File: config.mk
export PLATFORM = sky130hd
export DESIGN_NAME = deemph_filter
export DESIGN_NICKNAME = d
export VERILOG_FILES = /design/src/rtl/deemph_pkg.sv /design/src/rtl/deemph_rate_sel.sv /design/src/rtl/deemph_chan.sv /design/src/rtl/deemph_filter.sv
export SDC_FILE = /design/constraint.sdc
export NUM_CORES = 2
export LEC_CHECK = 0
export BUFFER_PORTS_ARGS = -buffer_cell sky130_fd_sc_hd__buf_2
export CAP_MARGIN = 20
export CORE_ASPECT_RATIO = 0.5
export CORE_MARGIN = 2
export CORE_UTILIZATION = 45
export CTS_CLUSTER_SIZE = 14
export DETAILED_ROUTE_END_ITERATION = 12
export SETUP_SLACK_MARGIN = 0.2
export SLEW_MARGIN = 20
export SYNTH_ARGS = -nofsm -noshare
export SYNTH_HDL_FRONTEND = slang
export SYNTH_HIERARCHICAL = 1
export SYNTH_SLANG_ARGS = --single-unit
File: constraint.sdc
create_clock -name clk -period 14.2 [get_ports clk]
set_input_delay 1.42 -clock clk [delete_from_list [all_inputs] [get_ports clk]]
set_output_delay 1.42 -clock clk [all_outputs]
set_load 0.03 [all_outputs]
File: src/rtl/deemph_pkg.sv
// Shared types and the constant coefficient tables for the deemphasis filter.
// Assumes Q1.15 coefficients, computed by bilinear transform at 4x the
// source rate, scaled so each set has exactly unity gain at DC.
package deemph_pkg;

    localparam int COEF_W    = 16;
    localparam int COEF_FRAC = 15;

    typedef logic [1:0] rate_code_t;

    localparam rate_code_t RATE_44K1 = 2'b00;
    localparam rate_code_t RATE_48K  = 2'b01;
    localparam rate_code_t RATE_BAD  = 2'b10;
    localparam rate_code_t RATE_32K  = 2'b11;

    typedef struct packed {
        logic signed [COEF_W-1:0] b0;
        logic signed [COEF_W-1:0] b1;
        logic signed [COEF_W-1:0] a1;
    } coef_t;

    // Map a valid rate code to its coefficient set (invalid falls to 44.1).
    function automatic coef_t coef_for(input rate_code_t code);
        coef_t c;
        case (code)
            RATE_48K: begin
                c.b0 = 16'sd10966;
                c.b1 = -16'sd7722;
                c.a1 = 16'sd29524;
            end
            RATE_32K: begin
                c.b0 = 16'sd11492;
                c.b1 = -16'sd6744;
                c.a1 = 16'sd28020;
            end
            default: begin
                c.b0 = 16'sd11061;
                c.b1 = -16'sd7545;
                c.a1 = 16'sd29252;
            end
        endcase
        return c;
    endfunction

endpackage

File: src/rtl/deemph_rate_sel.sv
// Rate-code decoder: passes a valid code straight through to the coefficient
// table and remembers it; on the invalid code it reuses the remembered code
// and raises an error flag for one cycle per invalid cycle.
// Assumes rate_i is synchronous to clk.
module deemph_rate_sel
    import deemph_pkg::*;
(
    input  logic       clk,
    input  logic       rst_n,
    input  rate_code_t rate_i,
    output coef_t      coef_o,
    output logic       err_o
);

    rate_code_t held_q;
    rate_code_t active;

    // Choose the live code, or fall back to the last valid one.
    always_comb begin
        active = (rate_i == RATE_BAD) ? held_q : rate_i;
    end

    // Remember the code in force and flag invalid input.
    always_ff @(posedge clk) begin
        if (!rst_n) begin
            held_q <= RATE_44K1;
            err_o  <= 1'b0;
        end else begin
            held_q <= active;
            err_o  <= (rate_i == RATE_BAD);
        end
    end

    assign coef_o = coef_for(active);

    // an invalid code must not disturb the remembered set
    a_r6_hold_code: assert property (@(posedge clk) disable iff (!rst_n)
        (rate_i == RATE_BAD) |=> $stable(held_q));

endmodule

File: src/rtl/deemph_chan.sv
// One channel of the first-order deemphasis IIR.
// y-state is kept with GUARD_F extra fractional bits and saturated.
// History clears while disabled and on any enable toggle.
// Output is registered; bypass passes the input through unchanged.
// Assumes coef_i is stable in the cycle valid_i is high.
module deemph_chan
    import deemph_pkg::*;
#(
    parameter int SAMPLE_W = 16,
    parameter int GUARD_F  = 4
) (
    input  logic                       clk,
    input  logic                       rst_n,
    input  logic                       en_i,
    input  logic                       valid_i,
    input  logic signed [SAMPLE_W-1:0] x_i,
    input  coef_t                      coef_i,
    output logic signed [SAMPLE_W-1:0] y_o
);

    localparam int SW    = SAMPLE_W + GUARD_F;
    localparam int ACC_W = COEF_W + SW + 2;
    localparam logic signed [ACC_W-1:0] SMAX = {{(ACC_W-SW+1){1'b0}}, {(SW-1){1'b1}}};
    localparam logic signed [ACC_W-1:0] SMIN = {{(ACC_W-SW+1){1'b1}}, {(SW-1){1'b0}}};

    logic                       en_q;
    logic signed [SAMPLE_W-1:0] xp_q;
    logic signed [SW-1:0]       s_q;

    logic                       en_chg;
    logic signed [ACC_W-1:0]    xe, xpe, se, b0e, b1e, a1e;
    logic signed [ACC_W-1:0]    acc, shifted;
    logic signed [SW-1:0]       s_new;
    logic signed [SW-1:0]       y_wide;

    // Form the recurrence from history (zeroed when enable just toggled).
    always_comb begin
        en_chg  = (en_i != en_q);
        xe      = ACC_W'(x_i);
        xpe     = en_chg ? '0 : ACC_W'(xp_q);
        se      = en_chg ? '0 : ACC_W'(s_q);
        b0e     = ACC_W'(coef_i.b0);
        b1e     = ACC_W'(coef_i.b1);
        a1e     = ACC_W'(coef_i.a1);
        acc     = ((b0e * xe + b1e * xpe) <<< GUARD_F) + a1e * se;
        shifted = acc >>> COEF_FRAC;
        if (shifted > SMAX) begin
            s_new = SMAX[SW-1:0];
        end else if (shifted < SMIN) begin
            s_new = SMIN[SW-1:0];
        end else begin
            s_new = shifted[SW-1:0];
        end
        y_wide  = s_new >>> GUARD_F;
    end

    // Track the enable and update or clear the filter history.
    always_ff @(posedge clk) begin
        if (!rst_n) begin
            en_q <= 1'b0;
            xp_q <= '0;
            s_q  <= '0;
        end else begin
            en_q <= en_i;
            if (en_i && valid_i) begin
                xp_q <= x_i;
                s_q  <= s_new;
            end else if (!en_i || en_chg) begin
                xp_q <= '0;
                s_q  <= '0;
            end
        end
    end

    // Register the filtered or bypassed sample.
    always_ff @(posedge clk) begin
        if (!rst_n) begin
            y_o <= '0;
        end else if (valid_i) begin
            y_o <= en_i ? y_wide[SAMPLE_W-1:0] : x_i;
        end
    end

    // bypass reproduces the input exactly
    a_r3_bypass: assert property (@(posedge clk) disable iff (!rst_n)
        (valid_i && !en_i) |=> (y_o == $past(x_i)));

    // an enable toggle without a sample leaves empty history
    a_r8_clear_on_toggle: assert property (@(posedge clk) disable iff (!rst_n)
        ((en_i != en_q) && !valid_i) |=> (s_q == '0 && xp_q == '0));

    // a disabled channel holds no history
    a_r8_idle_zero: assert property (@(posedge clk) disable iff (!rst_n)
        (!en_i) |=> (s_q == '0 && xp_q == '0));

endmodule

File: src/rtl/deemph_filter.sv
// Two-channel selectable-rate deemphasis filter, top level.
// One rate decoder feeds both channels. Each channel has its own enable.
// The output strobe follows the input strobe by one cycle.
// Assumes left and right samples arrive together under in_valid.
module deemph_filter
    import deemph_pkg::*;
#(
    parameter int SAMPLE_W = 16,
    parameter int GUARD_F  = 4
) (
    input  logic                       clk,
    input  logic                       rst_n,
    input  logic                       in_valid,
    input  logic signed [SAMPLE_W-1:0] in_left,
    input  logic signed [SAMPLE_W-1:0] in_right,
    input  logic [1:0]                 rate_sel,
    input  logic                       en_left,
    input  logic                       en_right,
    output logic                       out_valid,
    output logic signed [SAMPLE_W-1:0] out_left,
    output logic signed [SAMPLE_W-1:0] out_right,
    output logic                       rate_err
);

    localparam int NCH = 2;

    coef_t                      coef;
    logic signed [SAMPLE_W-1:0] x_arr [NCH];
    logic signed [SAMPLE_W-1:0] y_arr [NCH];
    logic                       en_arr [NCH];

    assign x_arr[0]  = in_left;
    assign x_arr[1]  = in_right;
    assign en_arr[0] = en_left;
    assign en_arr[1] = en_right;
    assign out_left  = y_arr[0];
    assign out_right = y_arr[1];

    deemph_rate_sel u_rate (
        .clk    (clk),
        .rst_n  (rst_n),
        .rate_i (rate_sel),
        .coef_o (coef),
        .err_o  (rate_err)
    );

    for (genvar g = 0; g < NCH; g++) begin : g_chan
        deemph_chan #(
            .SAMPLE_W (SAMPLE_W),
            .GUARD_F  (GUARD_F)
        ) u_chan (
            .clk     (clk),
            .rst_n   (rst_n),
            .en_i    (en_arr[g]),
            .valid_i (in_valid),
            .x_i     (x_arr[g]),
            .coef_i  (coef),
            .y_o     (y_arr[g])
        );
    end

    // Delay the sample strobe to line up with the registered outputs.
    always_ff @(posedge clk) begin
        if (!rst_n) begin
            out_valid <= 1'b0;
        end else begin
            out_valid <= in_valid;
        end
    end

    // every input sample yields an output one cycle later
    a_r2_valid_follows: assert property (@(posedge clk) disable iff (!rst_n)
        in_valid |=> out_valid);

    // no output without an input
    a_r2_no_spurious: assert property (@(posedge clk) disable iff (!rst_n)
        !in_valid |=> !out_valid);

    // invalid code raises the flag next cycle
    a_r6_flag: assert property (@(posedge clk) disable iff (!rst_n)
        (rate_sel == 2'b10) |=> rate_err);

endmodule

==> run metrics <==
Yosys reg bits 110; grt met3 use 4.24%; design area around 0.075 mm²; path type of the worst setup path in -> reg; clk sink count 110; final setup vio count 0; Total Nets Final 10200; First-pass DRT Iterations 6; Slowest cell on crit path or4_1; RSZ-0062 raised after global routing no; Root Driver clkbuf_16; Worst Tran Pin Value 1.22 ns; Final ANT Viol Nets 0; Synth top area share 53.5%; status finished clean; CTS buffer count 9; drt wl/cell 19.7 µm; Mapped Area between 0.07 and 0.08 mm²; GR Util met1 36.5%; Skew-Pair Late Insertion Delay 0.44 ns; fraction of layout cells with a size suffix above 1 5.81%; Worst Path Max Fanout 39; post-layout minimum cycle time 13.53 ns; Core ar. 0.157 mm²; final hold violations 0; initial antenna violation count 15; M2 GR Usage between 40% and 50%; f_max 73.9 MHz; I/O Buffers slightly above 70; clk slew on worst S/H paths 0.09 ns; CTS tree yes; FF/Latch Area 0.00220 mm²; # DRC 0; fraction of registers with async set/reset 0%; Final Max Slew Viols 0; CTS hold repair buffers 0; post-synth cell types between 90 and 100; syn avg cell area 9.22 µm²; vias per cell 5.10; htree depth 3; Max Cap Violations 0; Worst EP required about 15 ns; Filler Cells Inserted around 15000; Die Area 0.162 mm²; Yosys warning count 6; drt total wl 193000 µm; Post-Syn Instances 7732; Post-synth EDFFs 0; most frequent CP cell fa_1; CTS Buffer Depth 2; Final period util 95.3%; largest net degree at the start of global routing 44; max_slew headroom 18.9%; first-pass GRT wire length 314000 µm; die width around 570 µm; slowest stage delay, CP 0.55 ns; height of the chip between 200 and 300 µm; Synth Flop Type dfxtp_1; worst hold path type reg -> reg; sequential share of the synthesized area ~3%; Iter 0 DRT Violations 3305; Boundary Pins 73; nature of the critical path startpoint input port; largest area contributor in the netlist fa_1; grt peak-use layer met2; Initial Util 45.3%; area of the multi-input gates 0.0602 mm²; post-DP HPWL 161000 µm; Area contributors post-synth fa_1 54%, inv_1 11%, ha_1 9.0%; placed instance area approximately 0.075 mm²; detailed-route via count 50100; Area Overhead vs Synth 5.91%; clk_skew 0.0142 ns; Rows 103; GRT overflow 0; GPL Wtd Cong 0.909; vias in the first global route around 54000; Global Route Usage Sum around a quarter; CP endpoint kind flop; Worst EP arrival 13.86 ns
-- placed cells by master, fill, tap and decap left out, types with 76 or more instances in the layout --
| cell type | instances |
|---|---|
| buf_4 | 221 |
| and2_1 | 594 |
| ha_1 | 508 |
| xnor2_1 | 109 |
| a21oi_1 | 169 |
| o21ai_0 | 76 |
| dfxtp_1 | 110 |
| nor2_1 | 80 |
| inv_1 | 2023 |
| nand2_1 | 1112 |
| fa_1 | 1905 |
| nand2b_1 | 95 |
-- worst max-delay path: cells and delay by family --
kind / cells / cell delay, ns
AO/OA/AOI/OAI: 13 / 2.47
AND/OR/NAND/NOR: 6 / 1.54
XOR/XNOR: 1 / 0.20
adder cells (fa/ha/maj): 15 / 6.72
buffers and inverters: 12 / 1.46
-- cell type report --
type	instances	share of cell area, %
timing repair buffer	325	3.44
tap	2100	3.48
antenna	7	0.0232
inverter	2029	10.1
multi-input combinational	5247	79.7
sequential	110	2.92
clock inverter	5	0.0597
clock buffer	10	0.303
-- sequential cells by signal, indices dropped and copies added, names as in the netlist, named ones only --
register,count
u_rate/held_q,1
g_chan.u_chan/en_q,2
u_rate/err_o,1
g_chan.u_chan/y_o,32
out_valid,1
g_chan.u_chan/xp_q,32
g_chan.u_chan/s_q,40
-- metrics by stage --
step | instances | setup WS (ns) | TNS [ns] | util (%) | hold slack [ns]
6_report | 9833 | 0.672 | 0 | 47.9 | 0.454
3_5_place_dp | 9801 | -0.103 | -1.26 | 47.6 | 0.446
5_1_grt | 9827 | 0.178 | 0 | 47.9 | 0.486
4_1_cts | 9816 | 0.338 | 0 | 47.8 | 0.458
2_1_floorplan | 7752 | 0.306 | 0 | - | 0.443
3_3_place_gp | 9801 | 0.0916 | 0 | 47.6 | 0.439
-- cell families (layout without fill, tap and decap cells) --
group | Yosys count | in the layout | synth area share [%]
AO/OA/AOI/OAI | 534 | 534 | 5.12
multiplexers | 1 | 1 | 0.0140
buffers and inverters | 2396 | 2369 | 13.0
AND/OR/NAND/NOR | 2123 | 2124 | 14.5
XOR/XNOR | 148 | 148 | 1.82
flip-flops | 110 | 110 | 3.09
other | 2 | 29 | 0.0105
adder cells (fa/ha/maj) | 2418 | 2418 | 62.5
-- cells in the mapped netlist (32+ instances only) --
cell type	count
nand2b_1	95
xnor2_1	109
o21ai_0	79
nand2_1	1114
a21oi_1	172
a21o_1	46
inv_1	2026
buf_4	45
dfxtp_1	110
and2_1	595
fa_1	1906
o21a_1	32
xor2_1	39
nor2_1	83
nand3_1	61
ha_1	512
clkbuf_1	305
nor2b_1	80
-- layer usage --
layer / share of wire [%] / routed length (µm)
met1: 45 / 87300
met2: 46 / 88400
met3: 7.5 / 14500
met4: 1.7 / 3260
met5: 0.0098 / 19
-- worst paths after layout --
path	cells after the start	from	endpoint	slack, ns
max	47	rate_sel[1]	g_chan[0].u_chan/y_o[14]$_SDFFE_PN0P_	0.67
min reg2reg	2	g_chan[1].u_chan/y_o[13]$_SDFFE_PN0P_	g_chan[1].u_chan/y_o[13]$_SDFFE_PN0P_	0.45
min	2	g_chan[1].u_chan/y_o[13]$_SDFFE_PN0P_	g_chan[1].u_chan/y_o[13]$_SDFFE_PN0P_	0.45
max reg2reg	46	u_rate/held_q[0]$_SDFF_PN0_	g_chan[0].u_chan/y_o[14]$_SDFFE_PN0P_	1.32
-- timing repair --
item	4_1_cts	5_1_grt
endpoints found under the setup margin	0	72
resized for setup	0	53
buffers inserted	0	9
Power is left out: the tool's default activity adds up to more than one toggle a clock period on the data nets, which glitch-free logic cannot reach.
